--- config.mk ---
export PLATFORM = sky130hd
export DESIGN_NAME = obc_core
export DESIGN_NICKNAME = d
export VERILOG_FILES = /design/src/rtl/obc_pkg.sv /design/src/rtl/obc_rst_sync.sv /design/src/rtl/obc_progmem.sv /design/src/rtl/obc_dataspace.sv /design/src/rtl/obc_exec.sv /design/src/rtl/obc_seq.sv /design/src/rtl/obc_core.sv
export SDC_FILE = /design/constraint.sdc
export NUM_CORES = 1
export LEC_CHECK = 0
export BUFFER_PORTS_ARGS = -buffer_cell sky130_fd_sc_hd__buf_2
export CAP_MARGIN = 20
export CORE_AREA = 4 4 249 251
export CTS_CLUSTER_DIAMETER = 50
export DETAILED_ROUTE_END_ITERATION = 10
export DIE_AREA = 0 0 253 255
export GPL_TIMING_DRIVEN = 0
export PLACE_DENSITY = 0.6
export REMOVE_ABC_BUFFERS = 1
export SYNTH_ARGS = -nofsm -noshare
export SYNTH_HDL_FRONTEND = slang
export SYNTH_SLANG_ARGS = --single-unit
--- constraint.sdc ---
create_clock -name clk_i -period 0.8 [get_ports clk_i]
set_clock_uncertainty 0.15 [all_clocks]
set_input_delay 0.12 -clock clk_i [delete_from_list [all_inputs] [get_ports clk_i]]
set_output_delay 0.12 -clock clk_i [all_outputs]
set_load 0.03 [all_outputs]
--- src/rtl/obc_pkg.sv ---
package obc_pkg;

  localparam int unsigned OP_W    = 3;
  localparam int unsigned DADDR_W = 6;
  localparam int unsigned INSTR_W = OP_W + DADDR_W;

  typedef enum logic [OP_W-1:0] {
    OP_LD   = 3'b000,
    OP_LDN  = 3'b001,
    OP_AND  = 3'b010,
    OP_OR   = 3'b011,
    OP_XOR  = 3'b100,
    OP_ST   = 3'b101,
    OP_STN  = 3'b110,
    OP_HALT = 3'b111
  } opcode_e;

  typedef struct packed {
    opcode_e             op;
    logic [DADDR_W-1:0]  addr;
  } instr_t;

  typedef enum logic {
    SEQ_IDLE = 1'b0,
    SEQ_RUN  = 1'b1
  } seq_state_e;

endpackage

--- src/rtl/obc_rst_sync.sv ---
module obc_rst_sync #(
  parameter int unsigned STAGES = 2
) (
  input  logic clk_i,
  input  logic rst_ni,
  output logic rst_sync_no
);

  logic [STAGES-1:0] chain_q;
  logic [STAGES-1:0] chain_d;

  always_comb begin
    chain_d = {chain_q[STAGES-2:0], 1'b1};
  end

  always_ff @(posedge clk_i or negedge rst_ni) begin
    if (!rst_ni) begin
      chain_q <= '0;
    end else begin
      chain_q <= chain_d;
    end
  end

  assign rst_sync_no = chain_q[STAGES-1];

endmodule

--- src/rtl/obc_progmem.sv ---
module obc_progmem #(
  parameter int unsigned ADDR_W  = 6,
  parameter int unsigned WORD_W  = 9
) (
  input  logic              clk_i,
  input  logic              wr_en_i,
  input  logic [ADDR_W-1:0] wr_addr_i,
  input  logic [WORD_W-1:0] wr_data_i,
  input  logic              rd_en_i,
  input  logic [ADDR_W-1:0] rd_addr_i,
  output logic [WORD_W-1:0] rd_data_o
);

  localparam int unsigned DEPTH = 1 << ADDR_W;

  logic [WORD_W-1:0] store_q [DEPTH];
  logic [WORD_W-1:0] rd_data_q;

  always_ff @(posedge clk_i) begin
    if (wr_en_i) begin
      store_q[wr_addr_i] <= wr_data_i;
    end
  end

  // Synchronous read with clock enable; a same-cycle write returns the old word.
  always_ff @(posedge clk_i) begin
    if (rd_en_i) begin
      rd_data_q <= store_q[rd_addr_i];
    end
  end

  assign rd_data_o = rd_data_q;

endmodule

--- src/rtl/obc_dataspace.sv ---
module obc_dataspace #(
  parameter int unsigned ADDR_W   = 6,
  parameter int unsigned EXT_BITS = 8
) (
  input  logic                clk_i,
  input  logic                rst_ni,
  input  logic [ADDR_W-1:0]   addr_i,
  output logic                rd_bit_o,
  input  logic                wr_en_i,
  input  logic                wr_bit_i,
  input  logic [EXT_BITS-1:0] ext_in_i,
  output logic [EXT_BITS-1:0] ext_out_o
);

  localparam int unsigned SPACE    = 1 << ADDR_W;
  localparam int unsigned RAM_BITS = SPACE - EXT_BITS;
  localparam int unsigned EXT_W    = (EXT_BITS > 1) ? $clog2(EXT_BITS) : 1;
  localparam logic [ADDR_W-1:0] EXT_BASE = ADDR_W'(RAM_BITS);

  logic [RAM_BITS-1:0] ram_q;
  logic [EXT_BITS-1:0] ext_q;
  logic                is_ext;
  logic [ADDR_W-1:0]   ext_off;
  logic [EXT_W-1:0]    ext_idx;
  logic                ram_we;

  always_comb begin
    is_ext  = (addr_i >= EXT_BASE);
    ext_off = addr_i - EXT_BASE;
    ext_idx = ext_off[EXT_W-1:0];
    ram_we  = wr_en_i && !is_ext;
  end

  // Asynchronous read path
  always_comb begin
    if (is_ext) begin
      rd_bit_o = ext_in_i[ext_idx];
    end else begin
      rd_bit_o = ram_q[addr_i];
    end
  end

  // Storage bits: synchronous write, no reset
  always_ff @(posedge clk_i) begin
    if (ram_we) begin
      ram_q[addr_i] <= wr_bit_i;
    end
  end

  // One held output flop per external bit, each with its own enable
  for (genvar g = 0; g < EXT_BITS; g++) begin : g_ext
    logic sel;
    always_comb begin
      sel = wr_en_i && is_ext && (ext_idx == EXT_W'(g));
    end
    always_ff @(posedge clk_i or negedge rst_ni) begin
      if (!rst_ni) begin
        ext_q[g] <= 1'b0;
      end else if (sel) begin
        ext_q[g] <= wr_bit_i;
      end
    end
  end

  assign ext_out_o = ext_q;

  a_r4_ram_write_lands: assert property (@(posedge clk_i) disable iff (!rst_ni)
    ram_we |=> (ram_q[$past(addr_i)] == $past(wr_bit_i)));

  a_r10_ext_out_holds: assert property (@(posedge clk_i) disable iff (!rst_ni)
    !(wr_en_i && is_ext) |=> $stable(ext_q));

endmodule

--- src/rtl/obc_exec.sv ---
module obc_exec
  import obc_pkg::*;
(
  input  logic    clk_i,
  input  logic    rst_ni,
  input  logic    exec_en_i,
  input  opcode_e op_i,
  input  logic    dbit_i,
  output logic    st_en_o,
  output logic    st_bit_o,
  output logic    acc_o
);

  logic acc_q;
  logic acc_d;
  logic acc_en;

  // Next-state logic
  always_comb begin
    acc_d    = acc_q;
    acc_en   = 1'b0;
    st_en_o  = 1'b0;
    st_bit_o = acc_q;
    unique case (op_i)
      OP_LD:   begin acc_d = dbit_i;          acc_en = exec_en_i; end
      OP_LDN:  begin acc_d = ~dbit_i;         acc_en = exec_en_i; end
      OP_AND:  begin acc_d = acc_q & dbit_i;  acc_en = exec_en_i; end
      OP_OR:   begin acc_d = acc_q | dbit_i;  acc_en = exec_en_i; end
      OP_XOR:  begin acc_d = acc_q ^ dbit_i;  acc_en = exec_en_i; end
      OP_ST:   begin st_en_o = exec_en_i; st_bit_o = acc_q;  end
      OP_STN:  begin st_en_o = exec_en_i; st_bit_o = ~acc_q; end
      default: begin end
    endcase
  end

  // Register
  always_ff @(posedge clk_i or negedge rst_ni) begin
    if (!rst_ni) begin
      acc_q <= 1'b0;
    end else if (acc_en) begin
      acc_q <= acc_d;
    end
  end

  assign acc_o = acc_q;

  a_r2_load_takes_bit: assert property (@(posedge clk_i) disable iff (!rst_ni)
    (exec_en_i && op_i == OP_LD) |=> (acc_q == $past(dbit_i)));

  a_r4_store_keeps_acc: assert property (@(posedge clk_i) disable iff (!rst_ni)
    (exec_en_i && (op_i == OP_ST || op_i == OP_STN)) |=> $stable(acc_q));

endmodule

--- src/rtl/obc_seq.sv ---
module obc_seq
  import obc_pkg::*;
#(
  parameter int unsigned PA_W = 6
) (
  input  logic            clk_i,
  input  logic            rst_ni,
  input  logic            start_i,
  input  opcode_e         op_i,
  output logic            fetch_en_o,
  output logic [PA_W-1:0] fetch_addr_o,
  output logic            exec_en_o,
  output logic            busy_o,
  output logic            done_o
);

  seq_state_e      state_q, state_d;
  logic [PA_W-1:0] pc_q, pc_d;
  logic            done_q, done_d;
  logic            running;
  logic            launch;
  logic            halting;

  always_comb begin
    running = (state_q == SEQ_RUN);
    launch  = !running && start_i;
    halting = running && (op_i == OP_HALT);
  end

  // Next-state logic
  always_comb begin
    state_d      = state_q;
    pc_d         = pc_q;
    done_d       = 1'b0;
    fetch_en_o   = 1'b0;
    fetch_addr_o = pc_q + 1'b1;
    exec_en_o    = running && !halting;
    if (launch) begin
      state_d      = SEQ_RUN;
      pc_d         = '0;
      fetch_en_o   = 1'b1;
      fetch_addr_o = '0;
    end else if (halting) begin
      state_d = SEQ_IDLE;
      done_d  = 1'b1;
    end else if (running) begin
      pc_d       = pc_q + 1'b1;
      fetch_en_o = 1'b1;
    end
  end

  // Registers
  always_ff @(posedge clk_i or negedge rst_ni) begin
    if (!rst_ni) begin
      state_q <= SEQ_IDLE;
      pc_q    <= '0;
      done_q  <= 1'b0;
    end else begin
      state_q <= state_d;
      pc_q    <= pc_d;
      done_q  <= done_d;
    end
  end

  assign busy_o = running;
  assign done_o = done_q;

  a_r5_start_from_zero: assert property (@(posedge clk_i) disable iff (!rst_ni)
    (!busy_o && start_i) |=> (busy_o && pc_q == '0));

  a_r8_start_ignored: assert property (@(posedge clk_i) disable iff (!rst_ni)
    (busy_o && start_i && op_i != OP_HALT) |=> (busy_o && pc_q == $past(pc_q) + 1'b1));

  a_r7_done_single: assert property (@(posedge clk_i) disable iff (!rst_ni)
    done_o |=> !done_o);

  a_r7_done_on_fall: assert property (@(posedge clk_i) disable iff (!rst_ni)
    $fell(busy_o) |-> done_o);

endmodule

--- src/rtl/obc_core.sv ---
module obc_core
  import obc_pkg::*;
#(
  parameter int unsigned PA_W     = 6,
  parameter int unsigned EXT_BITS = 8
) (
  input  logic                clk_i,
  input  logic                rst_ni,
  input  logic                start_i,
  output logic                busy_o,
  output logic                done_o,
  input  logic                pm_we_i,
  input  logic [PA_W-1:0]     pm_waddr_i,
  input  logic [INSTR_W-1:0]  pm_wdata_i,
  input  logic [EXT_BITS-1:0] ext_in_i,
  output logic [EXT_BITS-1:0] ext_out_o
);

  logic               rst_n;
  logic               fetch_en;
  logic [PA_W-1:0]    fetch_addr;
  logic [INSTR_W-1:0] ir_word;
  instr_t             ir;
  logic               exec_en;
  logic               dbit;
  logic               st_en;
  logic               st_bit;
  logic               acc;

  always_comb begin
    ir = instr_t'(ir_word);
  end

  obc_rst_sync #(
    .STAGES (2)
  ) u_rst (
    .clk_i       (clk_i),
    .rst_ni      (rst_ni),
    .rst_sync_no (rst_n)
  );

  obc_progmem #(
    .ADDR_W (PA_W),
    .WORD_W (INSTR_W)
  ) u_pm (
    .clk_i     (clk_i),
    .wr_en_i   (pm_we_i),
    .wr_addr_i (pm_waddr_i),
    .wr_data_i (pm_wdata_i),
    .rd_en_i   (fetch_en),
    .rd_addr_i (fetch_addr),
    .rd_data_o (ir_word)
  );

  obc_seq #(
    .PA_W (PA_W)
  ) u_seq (
    .clk_i        (clk_i),
    .rst_ni       (rst_n),
    .start_i      (start_i),
    .op_i         (ir.op),
    .fetch_en_o   (fetch_en),
    .fetch_addr_o (fetch_addr),
    .exec_en_o    (exec_en),
    .busy_o       (busy_o),
    .done_o       (done_o)
  );

  obc_dataspace #(
    .ADDR_W   (DADDR_W),
    .EXT_BITS (EXT_BITS)
  ) u_data (
    .clk_i     (clk_i),
    .rst_ni    (rst_n),
    .addr_i    (ir.addr),
    .rd_bit_o  (dbit),
    .wr_en_i   (st_en),
    .wr_bit_i  (st_bit),
    .ext_in_i  (ext_in_i),
    .ext_out_o (ext_out_o)
  );

  obc_exec u_exec (
    .clk_i     (clk_i),
    .rst_ni    (rst_n),
    .exec_en_i (exec_en),
    .op_i      (ir.op),
    .dbit_i    (dbit),
    .st_en_o   (st_en),
    .st_bit_o  (st_bit),
    .acc_o     (acc)
  );

  a_r11_idle_after_reset: assert property (@(posedge clk_i)
    !rst_n |=> (!busy_o && !done_o && ext_out_o == '0));

  a_r4_store_only_running: assert property (@(posedge clk_i) disable iff (!rst_n)
    st_en |-> busy_o);

  a_r1_acc_idle_stable: assert property (@(posedge clk_i) disable iff (!rst_n)
    !busy_o |=> $stable(acc));

endmodule

Yosys cells after proc, flatten, opt, wreduce, memory -nomap -nowiden
Memory sizes are Yosys's and may differ from the RTL's. A register that Yosys moved wholly into a read port is not among the register bits.
Cells that the tools add are included.
{ "word_totals": {"ff_bits": 75, "latch_bits": 0, "ramBits": 576, "rom_bits": 0, "output_inout_bits": 10, "mem_count": 1} }
{ "memory_table": {"columns": ["name", "depth", "word_bits", "rd", "rd_clocked_by_memory_dff", "write_ports", "line", "source"], "rows": [
  ["u_pm.store_q", 64, 9, 1, 1, 1, "obc_progmem.sv:16", "logic [WORD_W-1:0] store_q [DEPTH];"]
]} }
{ "classes": {"n_addsub": 2, "n_mul": 0, "div_mod_pow": 0, "magnitude_cmp": 4, "eq_ne": 15, "shifts": 0, "n_mux": 25, "bitwise_logic": 5, "reduce_logical": 26} }
{ "ops": {"columns": ["operator", "count"], "rows": [
  ["$bwmux 56", 1],
  ["$eq 3x3->1 const B", 8],
  ["$mux 6", 4],
  ["$mux 1", 16],
  ["$logic_and 1x1->1", 14],
  ["$eq 3x2->1 const B", 4],
  ["$lt 6x7->1 const B", 1],
  ["$add 6x1->6 const B", 1],
  ["$bmux 1 s6", 1],
  ["$demux 1 s6", 1],
  ["$eq 3x1->1 const B", 2],
  ["$ge 6x1->1 const B", 1],
  ["$ge 6x6->1 const B", 1],
  ["$logic_not 3->1", 2],
  ["$pmux 1 s5", 1],
  ["$reduce_bool 5->1", 1],
  ["$reduce_or 5->1", 1],
  ["$lt 3x4->1 const B", 1],
  ["$reduce_and 2->1", 2],
  ["$reduce_bool 2->1", 2],
  ["$bmux 1 s3", 1],
  ["$logic_not 1->1", 3],
  ["$sub 3x1->3 const B", 1],
  ["$ne 2x1->1 const B", 1],
  ["other kinds (5)", 6]
]} }

Logic depth before layout (Yosys ltp)
Gate-level depths: netlist of run 1.
{ "depth": {"word_depth": 7, "ltp_mapped": 13} }

Modules after synthesis
A second synthesis of run 1 with hierarchy kept.
{ "hier_totals": {"cells_unflattened": 1312, "hier_area_um2": 26445.4} }
{ "modules_own_cells": {"columns": ["module", "instances", "cells_per_inst", "area_per_inst_um2"], "rows": [
  ["obc_progmem", 1, 1020, 22684.3],
  ["obc_dataspace", 1, 216, 3072.9],
  ["obc_seq", 1, 52, 461.7],
  ["obc_exec", 1, 21, 172.7],
  ["obc_rst_sync", 1, 3, 53.8]
]} }

Worst setup path after synthesis of run 1
Ideal clock, no wire load.
{ "synth_path": {"path_kind": "register to register", "startpoint": "reg u_pm.rd_data_q[7], in the netlist u_pm.rd_data_o[7], read port of u_pm.store_q", "endpoint": "reg u_data.ram_q[0], data pin", "setup_ns": 0.569, "arrival_time_ns": 2.533, "required_ns": 0.081, "setup_slack_ns": -2.452, "path_stages_with_launch": 5, "path_cell_list": "edfxtp_1 clkbuf_1 nand2_1 nor2_1 xnor2_1"} }
{ "synth_between": {"elab_chain_cells": 3} }
{ "synth_lines": {"columns": ["element", "line", "source"], "rows": [
  ["start, declared", "obc_progmem.sv:17", "logic [WORD_W-1:0] rd_data_q;"],
  ["$eq 3x3->1", "obc_exec.sv:24", "unique case (op_i)"],
  ["$mux 1", "obc_exec.sv:24", null],
  ["net st_bit", "obc_core.sv:27", "logic st_bit;"],
  ["$bwmux 56", "obc_dataspace.sv:46", "ram_q[addr_i] <= wr_bit_i;"],
  ["end signal, assigned by index", "obc_dataspace.sv:46", null],
  ["end, declared", "obc_dataspace.sv:20", "logic [RAM_BITS-1:0] ram_q;"]
]} }
The timed path passes the listed nets, and every way through them passes these cells.
A chain may end at the register's enable or synchronous reset.

Worst setup path after layout of run 1
{ "layout_path": {"startpoint": "reg u_seq.pc_q[0]", "endpoint": "reg u_pm.rd_data_q[3], in the netlist u_pm.rd_data_o[3], read port of u_pm.store_q, data pin"} }
{ "layout_between": {"elab_chain_cells": 2} }
{ "layout_lines": {"columns": ["element", "line", "source"], "rows": [
  ["start, declared", "obc_seq.sv:18", "logic [PA_W-1:0] pc_q, pc_d;"],
  ["start signal, assigned", "obc_seq.sv:60", "pc_q <= pc_d;"],
  ["$add 6x1->6", "obc_seq.sv:36", "fetch_addr_o = pc_q + 1'b1;"],
  ["$mux 6", "obc_seq.sv:38", "if (launch) begin"]
]} }
No other way between the ends.

==> flow_summary.yaml, run 1 <==
global_route:
  grt_pass1_wl_um: 111000
  overflow: 0
  grt_pass1_vias: 16500
  grt_busiest_layer: "met2"
  track_usage_pct: 23.3
  grt_start_max_net_pins: 65
  use_met1_pct: 33.1
  use_met2_pct: 36.9
  grtUsageMet3_pct: 5.64
  antenna_found_initial: 2
clocking:
  cts_sinks: 660
  path_clk_slew_ns: 0.06
  numCtsBuffers: 70
  cts_max_level: 3
  cts_hold_buffers: 2
  clock_path_buffers: 3
  cts_tree: "done"
  insertion_delay_ns: 0.61
  root_buffer: "clkbuf_16"
outcome:
  violations: "hold timing, setup timing"
  status: "finished, violations left"
sta:
  tightest_slew_ns: 1.03
  period_needed_ns: 3.43
  slew_violations: 0
  timing.fmax_mhz: 291
  fin_ws_ns: -2.63
  fin_crit_sh_pct: 429
  rsz0062_at_grt: "yes"
  final_hold_viol_count: 244
  setup_viol: 713
  fin_hold_ws_ns: -0.248
  relSlewSlack_pct: 30.9
min_path:
  min_to: "u_pm.store_q[61][7]$_DFFE_PP_"
  min_path_cells: 1
  min-delay-path-class: "in -> reg"
  hp-start: "pm_wdata_i[7]"
floorplan:
  rows: 90
  ioPinCount: 37
  die_w_um: 253
  die_h_um: 255
  die_area_um2: 64500
  design.core.area_um2: 59900
  start_util_pct: 44.6
synth:
  yosysSeqAreaShare_pct: 73.8
  yosysTopAreaCell: "edfxtp_1"
  ys.flop_type: "edfxtp_1"
  async_flop_share_pct: 2.88
  avgSynthCellArea_um2: 15.7
  synthCells: 1699
  syn_area_um2: 26700
  synth_warnings: 0
  synth_edf_count: 641
  synth_area_leaders: "edfxtp_1 72%, mux2i_1 4.9%, mux2_2 2.7%"
  synth.top_cell.area_share_pct: 72.0
  synth_cell_type_count: 49
  ys_ff_latch: 660
pwr:
  p_leak_nw: 11.3
  swShare_pct: 38.4
  p_total_mw: 140
  power.internal_mw: 86.2
  ir_drop_mv: 2.30
  power_frac_comb_pct: 49.1
  power_density_nw_per_um2: 4030
  switching_power_mw: 53.7
  pwr-share-seq_pct: 29.1
  p_clk_share_pct: 21.7
placed_design:
  place_congestion: 0.769
  io_buffers: 36
  hpwl_um: 39000
  place_inst: 2424
  dpl-instance-area_um2: 28000
drt:
  routed_via_density: 6.22
  vias: 17100
  post-route-drc-count: 0
  ant_nets: 0
  drtIter0Drc: 2166
  wl_um: 78300
  dr.pass1.iters: 5
  drt-wirelength-per-cell_um: 28.5
finish:
  seqCellArea_um2: 19700
  fin_cells: 2753
  fin_area_um2: 34700
  drive_gt1_share_pct: 34.3
  multiInputGateArea_um2: 8140
  syn_to_final_growth_pct: 29.9
  nFillCells: 4309
  final_nets: 1950
worst_setup_path:
  regToRegSetupSlack_ns: -2.63
  crit_fanout: 7
  crit_required_ns: 0.93
  regToRegEndpoint: "u_pm.rd_data_o[3]$_DFFE_PP_"
  startpoint_type: "register"
  cp-end-kind: "register"
  critPathKind: "reg -> reg"
  r2r_cells: 11
  rr_startpoint: "u_seq.pc_q[0]$_DFFE_PN0P_"
  crit_arrival_ns: 3.56
job:
  maxCapViolations: 0
-- timing repair --
action	in CTS	in global routing
endpoints found under the hold margin	243	275
setup buffers	99	77
endpoints found under the setup margin	814	750
resized for setup	283	199
pin swaps	103	95
gates cloned	26	6
-- per-layer routing --
metal / vias up / routed length (um)
li1: 7306 / -
met1: 8788 / 31700
met2: 871 / 36800
met3: 159 / 7700
met4: 0 / 2070
met5: - / 0
-- final cells by class --
| class | instances | share of cell area [%] |
|---|---|---|
| antenna | 1 | 0.00721 |
| clock buffer | 86 | 5.47 |
| clock inverter | 36 | 0.642 |
| tap | 782 | 2.82 |
| timing repair buffer | 267 | 10.6 |
| sequential | 660 | 56.9 |
| inverter | 6 | 0.0829 |
| multi-input combinational | 915 | 23.5 |
-- how the worst max path moves through the flow --
stage,startpoint,to,depth (start not counted)
global route,u_seq.pc_q[0]$_DFFE_PN0P_,u_pm.rd_data_o[3]$_DFFE_PP_,11
detailed placement,u_seq.pc_q[0]$_DFFE_PN0P_,u_pm.rd_data_o[5]$_DFFE_PP_,10
finish,u_seq.pc_q[0]$_DFFE_PN0P_,u_pm.rd_data_o[3]$_DFFE_PP_,11
floorplan,u_seq.pc_q[0]$_DFFE_PN0P_,u_pm.rd_data_o[0]$_DFFE_PP_,7
global placement,u_seq.pc_q[0]$_DFFE_PN0P_,u_pm.rd_data_o[7]$_DFFE_PP_,5
CTS,u_seq.pc_q[0]$_DFFE_PN0P_,u_pm.rd_data_o[1]$_DFFE_PP_,11
-- state kept, by name (all words and copies together) (netlist names) --
signal and flops:
u_data.ext_out_o 8, u_data.ram_q 56, u_exec.acc_o 1, u_pm.rd_data_o 9, u_pm.store_q 576, u_rst.chain_q 2, u_seq.busy_o 1, u_seq.done_o 1
u_seq.pc_q 6
-- cell usage after synthesis (4+ instances only) --
| cell | number |
|---|---|
| o211ai_1 | 36 |
| nor2b_1 | 10 |
| buf_2 | 44 |
| nand3_1 | 95 |
| nand2_1 | 37 |
| o2111ai_1 | 36 |
| edfxtp_1 | 641 |
| nand2b_1 | 7 |
| mux2_2 | 63 |
| a31oi_1 | 5 |
| o221ai_1 | 71 |
| dfrtp_1 | 19 |
| or3_1 | 39 |
| xor2_1 | 4 |
| inv_1 | 6 |
| o21ai_1 | 4 |
| nor2_1 | 169 |
| mux4_2 | 6 |
| buf_6 | 5 |
| nand4_1 | 13 |
| clkbuf_1 | 71 |
| o22ai_1 | 38 |
| mux2i_1 | 130 |
| nand3b_1 | 5 |
| o311ai_1 | 4 |
| nor2_2 | 4 |
| o311ai_0 | 32 |
| a22oi_1 | 23 |
| o21ai_0 | 42 |
| nor3_1 | 5 |
-- through the flow --
step / TNS, ns / setup slack (ns) / hold WS (ns) / util [%]
after CTS: -632.23 / -2.50 / -0.262 / 54.7
after floorplan: -754.74 / -8.12 / -0.326 / -
after global routing: -420.76 / -2.62 / -0.255 / 57.9
after detailed placement: -1403.42 / -4.58 / -0.240 / 46.8
final: -407.47 / -2.63 / -0.248 / 57.9
after global placement: -1952.33 / -14.96 / -0.246 / 45.6
-- power groups by stage --
stage | Clock (mW) | Sequential (mW) | Combinational [mW]
4_1_cts | 30.8 | 40.7 | 62.2
5_1_grt | 32.3 | 40.8 | 71.7
3_3_place_gp | 0 | 41.5 | 13.5
3_5_place_dp | 0 | 42.5 | 41.0
2_1_floorplan | 0 | 41.6 | 11.8
6_report | 30.4 | 40.8 | 68.7
-- cells by family after synthesis --
| kind of cell | synth area share (%) |
|---|---|
| flip-flops | 73.8 |
| adder cells (fa/ha/maj) | 0.141 |
| buffers and inverters | 2.22 |
| AND/OR/NAND/NOR | 7.04 |
| other | 0.0140 |
| multiplexers | 8.03 |
| XOR/XNOR | 0.229 |
| AO/OA/AOI/OAI | 8.50 |
-- critical path: stages (launching register included) --
cell	delay, ns
dfrtp_4	0.51
ha_4	0.28
buf_16	0.14
or2_4	0.25
buf_16	0.14
nand2b_4	0.23
buf_12	0.19
buf_16	0.13
o221ai_2	0.20
a22oi_1	0.10
o211ai_1	0.54
nand4_1	0.24
-- layout by cell type, fill, tap and decap left out, types with 39 or more instances in the layout --
| cell | instances |
|---|---|
| buf_12 | 64 |
| buf_4 | 83 |
| buf_6 | 46 |
| clkbuf_16 | 80 |
| edfxtp_1 | 641 |
| mux2_2 | 61 |
| mux2i_1 | 124 |
| nand3_1 | 82 |
| nor2_1 | 68 |
| nor2_4 | 86 |
| o21ai_0 | 39 |
Power figures use the tool's default switching activity.
==> run 2: changes to the inputs <==
--- a/config.mk
+++ b/config.mk
@@ -7,12 +7,12 @@
 export LEC_CHECK = 0
 export BUFFER_PORTS_ARGS = -buffer_cell sky130_fd_sc_hd__buf_2
 export CAP_MARGIN = 20
-export CORE_AREA = 4 4 249 251
+export CORE_AREA = 4 4 237 239
 export CTS_CLUSTER_DIAMETER = 50
 export DETAILED_ROUTE_END_ITERATION = 10
-export DIE_AREA = 0 0 253 255
+export DIE_AREA = 0 0 241 243
 export GPL_TIMING_DRIVEN = 0
-export PLACE_DENSITY = 0.6
+export PLACE_DENSITY = 0.65
 export REMOVE_ABC_BUFFERS = 1
 export SYNTH_ARGS = -nofsm -noshare
 export SYNTH_HDL_FRONTEND = slang
==> flow_summary.yaml, run 2 (synthesis results as in run 1) <==
sta:
  fin_ws_ns: -2.32
  fin_hold_ws_ns: -0.210
  relSlewSlack_pct: 32.9
  fin_crit_sh_pct: 390
  setup_viol: 749
  slew_violations: 0
  final_hold_viol_count: 285
  rsz0062_at_grt: "yes"
  timing.fmax_mhz: 321
  period_needed_ns: 3.12
  setup-tns-final_ns: -532.12
  tightest_slew_ns: 1.00
drt:
  drtIter0Drc: 2085
  wl_um: 73300
  post-route-drc-count: 0
  drt-wirelength-per-cell_um: 28.1
  ant_nets: 0
  routed_via_density: 6.42
  vias: 16700
  dr.pass1.iters: 6
worst_setup_path:
  crit_arrival_ns: 3.26
  cp_slowest_stage_delay_ns: 0.50
  critPathMostFrequentCell: "buf_16"
  timing.critical_path.buf_inv: 3
  rr_startpoint: "u_seq.pc_q[0]$_DFFE_PN0P_"
  critPathKind: "reg -> reg"
  regToRegSetupSlack_ns: -2.32
  regToRegEndpoint: "u_pm.rd_data_o[6]$_DFFE_PP_"
  crit_end: "u_pm.rd_data_o[6]$_DFFE_PP_"
  cp.depth: 10
  crit_required_ns: 0.94
  startpoint_type: "register"
  slowest_stage: "dfrtp_4"
  r2r_cells: 10
  path_delay_family: "simple AND/OR/NAND/NOR gates"
  cp-end-kind: "register"
  crit_fanout: 7
  crit_path_cell_trace: "ha_4, buf_16, or2_4, nand2b_4, buf_12, buf_16, o221ai_2, mux2i_2, o211ai_1, nand4_1"
  cp-startpoint: "u_seq.pc_q[0]$_DFFE_PN0P_"
clocking:
  numCtsBuffers: 68
  cts_max_level: 3
  cts_hold_buffers: 3
  root_buffer: "clkbuf_16"
  clock_path_buffers: 3
  path_clk_slew_ns: 0.06
  insertion_delay_ns: 0.62
  cts_sinks: 660
  cts_tree: "done"
global_route:
  grt_pass1_vias: 16300
  grtUsageMet3_pct: 5.01
  use_met2_pct: 36.1
  overflow: 0
  track_usage_pct: 23.7
  grt_busiest_layer: "met2"
  antenna_found_initial: 0
  use_met1_pct: 34.7
  grt_start_max_net_pins: 65
  grt_pass1_wl_um: 104000
finish:
  drive_gt1_share_pct: 31.0
  top_register: "u_pm.store_q"
  final_nets: 1894
  syn_to_final_growth_pct: 23.9
  mostFrequentLayoutCells: "641 x edfxtp_1, 119 x mux2i_1, 85 x nand3_1"
  largest_reg_flops: 576
  diodes: 0
  final_common_cell: "edfxtp_1"
outcome:
  status: "finished, violations left"
  violations: "hold timing, setup timing"
placed_design:
  hpwl_um: 38200
  place_congestion: 0.786
  io_buffers: 36
pwr:
  p_leak_nw: 10.7
  ir_drop_mv: 3.64
  p_total_mw: 133
  power_density_nw_per_um2: 4010
floorplan:
  rows: 85
  design.core.area_um2: 53800
  die_w_um: 241
  die_area_um2: 58600
  start_util_pct: 49.6
  ioPinCount: 37
  die_h_um: 243
min_path:
  min-delay-path-class: "in -> reg"
job:
  maxCapViolations: 0
run 2: cell type report:
type                       count  area (um2)
clock buffer                  86        1770
clock inverter                33         185
fill                        3739       20700
inverter                       6        26.3
multi-input combinational    918        7820
sequential                   660       19700
tap                          696         871
timing repair buffer         210        2690
run 2: worst min-delay path by stage:
stage                                          endpoint  slack (ns)  depth (start not counted)          start
after floorplan              u_rst.chain_q[0]$_DFF_PN0_       -0.33                          0         rst_ni
after global placement       u_rst.chain_q[1]$_DFF_PN0_       -0.24                          1         rst_ni
after detailed placement     u_rst.chain_q[0]$_DFF_PN0_       -0.24                          1         rst_ni
after CTS                 u_pm.store_q[49][6]$_DFFE_PP_       -0.24                          2  pm_waddr_i[2]
after global routing      u_pm.store_q[49][6]$_DFFE_PP_       -0.22                          2  pm_waddr_i[2]
final                     u_pm.store_q[49][6]$_DFFE_PP_       -0.21                          2  pm_waddr_i[2]
run 2: where the power goes:
part,switching (mW),internal (mW)
Sequential,0.760,39.9
Combinational,37.2,26.0
Clock,12.9,15.7
run 2: through the flow:
stage	setup slack [ns]	utilization (%)	instance area [um2]	cells
finish	-2.32	61.5	33100	2609
global route	-2.35	61.5	33100	2609
CTS	-2.29	59.6	32100	2566
detailed placement	-4.15	51.9	27900	2338
global placement	-14.47	50.5	27200	2306
floorplan	-8.12	-	26100	1574
run 2: timing repair:
item | CTS | global route
buffers inserted | 92 | 37
pin swaps | 84 | 43
endpoints found under the hold margin | 294 | 273
cloned | 14 | 9
gates resized for setup | 270 | 125
endpoints found under the setup margin | 814 | 750
run 2: layer usage:
metal	up-vias	wire length, um
li1	7183	-
met1	8516	29900
met2	892	34500
met3	147	6890
met4	0	2040
met5	-	0
